$ cat config.mk
export PLATFORM = sky130hd
export DESIGN_NAME = crtc_regbank
export DESIGN_NICKNAME = d
export VERILOG_FILES = /design/src/rtl/crtc_pkg.sv /design/src/rtl/crtc_index_latch.sv /design/src/rtl/crtc_write_gate.sv /design/src/rtl/crtc_reg_array.sv /design/src/rtl/crtc_regbank.sv
export SDC_FILE = /design/constraint.sdc
export NUM_CORES = 1
export LEC_CHECK = 0
export BUFFER_PORTS_ARGS = -buffer_cell sky130_fd_sc_hd__buf_2
export CAP_MARGIN = 20
export CORE_MARGIN = 1.5
export CORE_UTILIZATION = 45
export DETAILED_ROUTE_END_ITERATION = 8
export PLACE_DENSITY_LB_ADDON = 0.2
export SLEW_MARGIN = 20
export SYNTH_ARGS = -nofsm -noshare
export SYNTH_HDL_FRONTEND = slang
export SYNTH_HIERARCHICAL = 1
export SYNTH_SLANG_ARGS = --single-unit
$ cat constraint.sdc
create_clock -name clk -period 3.3 [get_ports clk]
set_input_delay 0.165 -clock clk [delete_from_list [all_inputs] [get_ports clk]]
set_output_delay 0.165 -clock clk [all_outputs]
set_load 0.005 [all_outputs]
$ cat src/rtl/crtc_pkg.sv
package crtc_pkg;
  localparam int unsigned BYTE_W = 8;
  typedef logic [BYTE_W-1:0] byte_t;
  // location select values on io_port_sel
  localparam logic SEL_INDEX = 1'b0;
  localparam logic SEL_DATA  = 1'b1;
endpackage

$ cat src/rtl/crtc_index_latch.sv
module crtc_index_latch
  import crtc_pkg::*;
(
  input  logic  clk,
  input  logic  rst_n,
  input  logic  load_en,
  input  byte_t load_val,
  output byte_t idx_q
);
  byte_t idx_d;

  always_comb begin
    idx_d = idx_q;
    if (load_en) idx_d = load_val;
  end

  always_ff @(posedge clk or negedge rst_n) begin
    if (!rst_n) idx_q <= '0;
    else        idx_q <= idx_d;
  end
endmodule

$ cat src/rtl/crtc_write_gate.sv
module crtc_write_gate
  import crtc_pkg::*;
#(
  parameter int unsigned NUM_REGS   = 25,
  parameter int unsigned PROT_COUNT = 8
) (
  input  logic                data_wr,
  input  byte_t               idx,
  input  logic                lock_on,
  output logic [NUM_REGS-1:0] reg_we
);
  for (genvar g = 0; g < NUM_REGS; g++) begin : g_we
    if (g < PROT_COUNT) begin : g_prot
      assign reg_we[g] = data_wr && (idx == BYTE_W'(g)) && !lock_on;
    end else begin : g_free
      assign reg_we[g] = data_wr && (idx == BYTE_W'(g));
    end
  end
endmodule

$ cat src/rtl/crtc_reg_array.sv
module crtc_reg_array
  import crtc_pkg::*;
#(
  parameter int unsigned NUM_REGS = 25
) (
  input  logic                           clk,
  input  logic                           rst_n,
  input  logic [NUM_REGS-1:0]            reg_we,
  input  byte_t                          wr_val,
  output logic [NUM_REGS-1:0][BYTE_W-1:0] regs_q
);
  for (genvar g = 0; g < NUM_REGS; g++) begin : g_reg
    byte_t nxt;
    always_comb begin
      nxt = regs_q[g];
      if (reg_we[g]) nxt = wr_val;
    end
    always_ff @(posedge clk or negedge rst_n) begin
      if (!rst_n) regs_q[g] <= '0;
      else        regs_q[g] <= nxt;
    end
  end
endmodule

$ cat src/rtl/crtc_regbank.sv
module crtc_regbank
  import crtc_pkg::*;
#(
  parameter int unsigned NUM_REGS   = 25,
  parameter int unsigned PROT_COUNT = 8,
  parameter int unsigned LOCK_REG   = 17,
  parameter int unsigned LOCK_BIT   = 7
) (
  input  logic       clk,
  input  logic       rst_n,
  input  logic       io_wr,
  input  logic       io_port_sel,
  input  logic [7:0] io_wdata,
  output logic [7:0] io_rdata
);
  logic                            idx_load;
  logic                            data_wr;
  byte_t                           cur_idx;
  logic                            lock_on;
  logic [NUM_REGS-1:0]             reg_we;
  logic [NUM_REGS-1:0][BYTE_W-1:0] regs_q;
  byte_t                           sel_reg;

  assign idx_load = io_wr && (io_port_sel == SEL_INDEX);
  assign data_wr  = io_wr && (io_port_sel == SEL_DATA);

  crtc_index_latch u_idx (
    .clk      (clk),
    .rst_n    (rst_n),
    .load_en  (idx_load),
    .load_val (io_wdata),
    .idx_q    (cur_idx)
  );

  crtc_write_gate #(.NUM_REGS(NUM_REGS), .PROT_COUNT(PROT_COUNT)) u_gate (
    .data_wr (data_wr),
    .idx     (cur_idx),
    .lock_on (lock_on),
    .reg_we  (reg_we)
  );

  crtc_reg_array #(.NUM_REGS(NUM_REGS)) u_regs (
    .clk    (clk),
    .rst_n  (rst_n),
    .reg_we (reg_we),
    .wr_val (io_wdata),
    .regs_q (regs_q)
  );

  assign lock_on = regs_q[LOCK_REG][LOCK_BIT];

  always_comb begin
    sel_reg = '0;
    for (int i = 0; i < NUM_REGS; i++) begin
      if (cur_idx == BYTE_W'(i)) sel_reg = regs_q[i];
    end
  end

  assign io_rdata = (io_port_sel == SEL_DATA) ? sel_reg : cur_idx;
endmodule

---- Yosys cells after proc, flatten, opt, wreduce, memory -nomap -nowiden ----
Index checks and enable logic that the tools add are counted.
operators by class
  equality and inequality tests ........... 24
  mux-type cells .......................... 26
  bitwise gates (word level) .............. 1
  reductions and logical operators ........ 37
operator list
  operator                                        count
  two-way mux 8 bit                               26
  == test 8 x 5 -> 1 bit (second input constant)  9
  == test 8 x 4 -> 1 bit (second input constant)  8
  logical AND 1 bit                               35
  == test 8 x 3 -> 1 bit (second input constant)  4
  == test 8 x 2 -> 1 bit (second input constant)  2
  == test 8 x 1 -> 1 bit (second input constant)  1
  logical NOT 8 bit                               1
  logical NOT 1 bit                               1
  NOT 1 bit                                       1
storage, ports and cells
  flip-flop bits (word level) ............. 208
  bits of input ports ..................... 12
  word-level logic and storage cells ...... 114

---- Depth between registers and ports, before layout ----
  depth in word-level cells ............... 27
  depth in mapped cells ................... 10

---- Modules after synthesis ----
The synthesis kept the hierarchy.
by module, submodules not included
  module            times used  cells each  area an instance (um2)  seq. area each (um2)
  crtc_reg_array    1           441         8251.7                  5004.8
  crtc_regbank      1           352         2437.3                  0.0
  crtc_index_latch  1           17          331.6                   200.2
  crtc_write_gate   1           45          297.8                   0.0

---- Worst setup path before layout ----
OpenSTA, ideal clock, no wires.
  kind .................................... register to output
  start point ............................. register u_idx.idx_q[0]
  end point ............................... output port io_rdata[7]
  arrival ................................. 1943 ps
  slack ................................... 1192 ps
  cell stages (with the launch flop) ...... 8
  cells stage by stage .................... dfrtp_1 > buf_4 > mux4_2 > a22o_1 > o21ai_1 > o211ai_1 > a222oi_1 > o22ai_1
on the way
  cells in the longest elaborated chain, start to end .. 27
  elaborated cells on any way between the ends .. 51
  classes of those cells .................. 24 x eq/ne; 26 x mux; 1 x reduce/logical
ends and longest elaborated chain
  what                             line                    source
  start: declaration               crtc_index_latch.sv:8   output byte_t idx_q
  start signal: assignment         crtc_index_latch.sv:19  else idx_q <= idx_d;
  logical NOT 8 bit                crtc_regbank.sv:55      if (cur_idx == BYTE_W'(i)) sel_reg = regs_q[i];
  two-way mux 8 bit (24 in a row)  crtc_regbank.sv:55
  two-way mux 8 bit (*)            crtc_regbank.sv:55
  two-way mux 8 bit (*)            crtc_regbank.sv:59      assign io_rdata = (io_port_sel == SEL_DATA) ? sel_reg : cur_idx;
  end: declaration                 crtc_regbank.sv:14      output logic [7:0] io_rdata
Mark *: on every way between the ends. The rest lies on a longest branch, timed or not.

---- Final worst setup path ----
  start point ............................. register u_idx.idx_q[0]
  end point ............................... output port io_rdata[4]
The elaborated chain is that of the path after synthesis.

==> metrics.yaml <==
status: "finished, final reports clean"
die_width_um: 162
synthArstFlopShare: 1.00
core_sq_mm: 0.0245
root_buffer: "clkbuf_16"
timing.final.crit_period_ns: 3.27
max_cap_violations: 0
yosysTopAreaCell: "dfrtp_1"
row_count: 57
track_usage: 0.249
totalWireLength_um: 32200
holdWs_ns: 0.261
drtIter0Drc: 754
finalMaxSlewViolations: 0
htreeDepth: 1
hp-class: "primary input to async pin"
seq_area_sq_mm: 0.00521
ys_top_cells_by_area: "dfrtp_1 46%, mux2_4 22%, mux2_2 5.2%"
die-area_sq_mm: 0.0261
slowest_delay_ns: 0.68
syn_to_final_growth_pct: 10.5
crit_buf_inv: 2
diodes: 0
ys_warn_count: 6
synth_edf_count: 0
synthCells: 855
antenna_found_initial: 0
grt_overflow: 0
fin_util: 0.510
grt_first_pass_wirelength_um: 49100
grt_start_max_net_pins: 98
viasPerCell: 6.04
netlist_area_sq_mm: 0.0113
dr.pass1.iters: 5
drc: 0
synth_ff_type: "dfrtp_1"
synthesis.nets: 867
cts_buffers: 23
end_kind: "output port"
fin_skew_ns: 0.0149
nets: 892
hold_viol_final: 0
clk_pin_slew_worst_paths_ns: 0.06
cpMaxStageDelayCell: "dfrtp_4"
worst-setup-path-type: "flip-flop to output port"
cp_data_required_time_ns: 3.13
max_freq_mhz: 306
routabilityCongestion: 0.938
crit_top_cell: "nor2_1"
cts.sinks: 208
multi_input_area_sq_mm: 0.00549
ys_seq_elements: 208
crit_arrival_ns: 3.10
layout_setup_ws_ns: 0.0350
die_h_um: 162
cts_max_path_buffers: 3
crit_fanout: 30
num_vias: 7370
routedWlPerCell_um: 26.4
critPathTopFamily: "simple AND/OR/NAND/NOR gates"
tightestPinTransition_ns: 0.804
fill_cells: 2187
yosysSeqAreaShare: 0.460
dpl_cell_area_sq_mm: 0.0116
worstSkewPairLatency_ns: 0.52
port-buffer-count: 19
yosysTopAreaCellShare: 0.460
final_common_cell: "dfrtp_1"
rsz0062_at_grt: "true"
layout-drive-gt1-share: 0.434
synth.avg_cell_area_sq_um: 13.2
power.leakage_nw: 5.57
stdcell_area_sq_mm: 0.0125
grt_pass1_vias: 7513
cp_cell_sequence: "buf_12 -> nor2_1 -> nand3_1 -> nand2_1 -> nor2_1 -> o2111ai_1 -> o21ai_0 -> buf_2"
layout_common_cells: "205 x dfrtp_1, 169 x mux2_4, 56 x buf_4"
postRouteAntennaNets: 0
peakVddDrop_mv: 0.479
worst_setup_path_start_kind: "flip-flop"
slew_headroom: 0.464
initial_core_util: 0.461
fin_crit_sh: 0.989
cts_tree: "yes"
dp_hpwl_um: 20600
pre_cts_slack_ns: 0.339
finalSetupTns_ns: 0
p_per_area_mw_per_mm2: 560
ys_types: 73
io_pins: 20
finalSetupViolCount: 0
-- through the flow --
stage	instances	power (mW)
after CTS	1216	7.01
final	1221	7.01
after global placement	1172	4.38
after floorplan	855	3.94
after detailed placement	1172	4.38
after global routing	1221	7.26
-- routing by layer --
layer  GRT usage  up-vias  wire length (um)
met3      0.0421       57              2180
met2       0.378      310             14400
met1       0.370     3806             14900
li1            -     3197                 -
met4      0.0631        0               718
met5           0        -                 0
-- flip-flops by register name, summed over array words and instances, names as in the netlist --
name	count
u_idx/idx_q	8
u_regs/regs_q	200
-- final timing paths --
check	startpoint	to	slack (ns)	cells after the start
hold reg to reg	u_regs/regs_q[127]$_DFFE_PN0P_	u_regs/regs_q[127]$_DFFE_PN0P_	0.50	1
setup / recovery	u_idx/idx_q[0]$_DFFE_PN0P_	io_rdata[4]	0.03	8
setup reg to reg	u_idx/idx_q[5]$_DFFE_PN0P_	u_regs/regs_q[35]$_DFFE_PN0P_	0.80	5
max in group asynchronous	rst_n	u_regs/regs_q[26]$_DFFE_PN0P_	2.00	3
hold / removal	rst_n	u_regs/regs_q[160]$_DFFE_PN0P_	0.26	2
min in group clk	io_wr	u_idx/idx_q[7]$_DFFE_PN0P_	0.28	3
-- cell usage after synthesis, types with 3 or more instances --
cell and number:
a22oi_1 3, nor2_2 4, buf_4 23, a211oi_1 10, mux4_2 6, clkbuf_8 7
nand2b_1 6, and3_1 3, mux2i_1 27, mux2_4 169, o21ai_0 26, clkbuf_1 11
o22ai_1 15, nor4_1 10, a31oi_1 6, buf_2 9, a22o_1 5, a21oi_1 28
mux2_2 52, o311a_1 3, o2bb2ai_1 5, nor2_1 46, o32ai_1 5, nand2_1 20
o21a_1 3, nor3_1 38, dfrtp_1 208, nor2b_1 11, buf_6 26, a221oi_1 4
nand3_1 8, or3b_2 3
-- where the power goes --
group	internal, mW	switching [mW]
clock network	1.53	1.08
logic	0.635	0.698
registers	2.82	0.244
-- cells by family (layout without fill, tap and decap cells) --
| logic type | after synthesis | count (layout) | synth area share |
|---|---|---|---|
| compound gates | 137 | 137 | 0.0821 |
| mux | 254 | 254 | 0.312 |
| buf+inv | 84 | 126 | 0.0631 |
| flops | 208 | 208 | 0.460 |
| simple gates | 172 | 172 | 0.0831 |
-- repair_timing --
item                                   CTS  global route
gates resized for setup                  2             9
endpoints found under the hold margin   94             0
hold buffers                             1             0
gates cloned                             0             0
pin swaps                                0             1
setup buffers                            1             5
setup endpoints to repair                5             6
-- area by class of cell --
| class | instances | area share |
|---|---|---|
| Inverter | 5 | 0.00320 |
| Tap cell | 324 | 0.0324 |
| Sequential cell | 208 | 0.417 |
| Clock buffer | 29 | 0.0510 |
| Timing Repair Buffer | 79 | 0.0472 |
| Clock inverter | 13 | 0.00991 |
| Multi-Input combinational cell | 563 | 0.439 |
(Power assumes the default switching activity.)
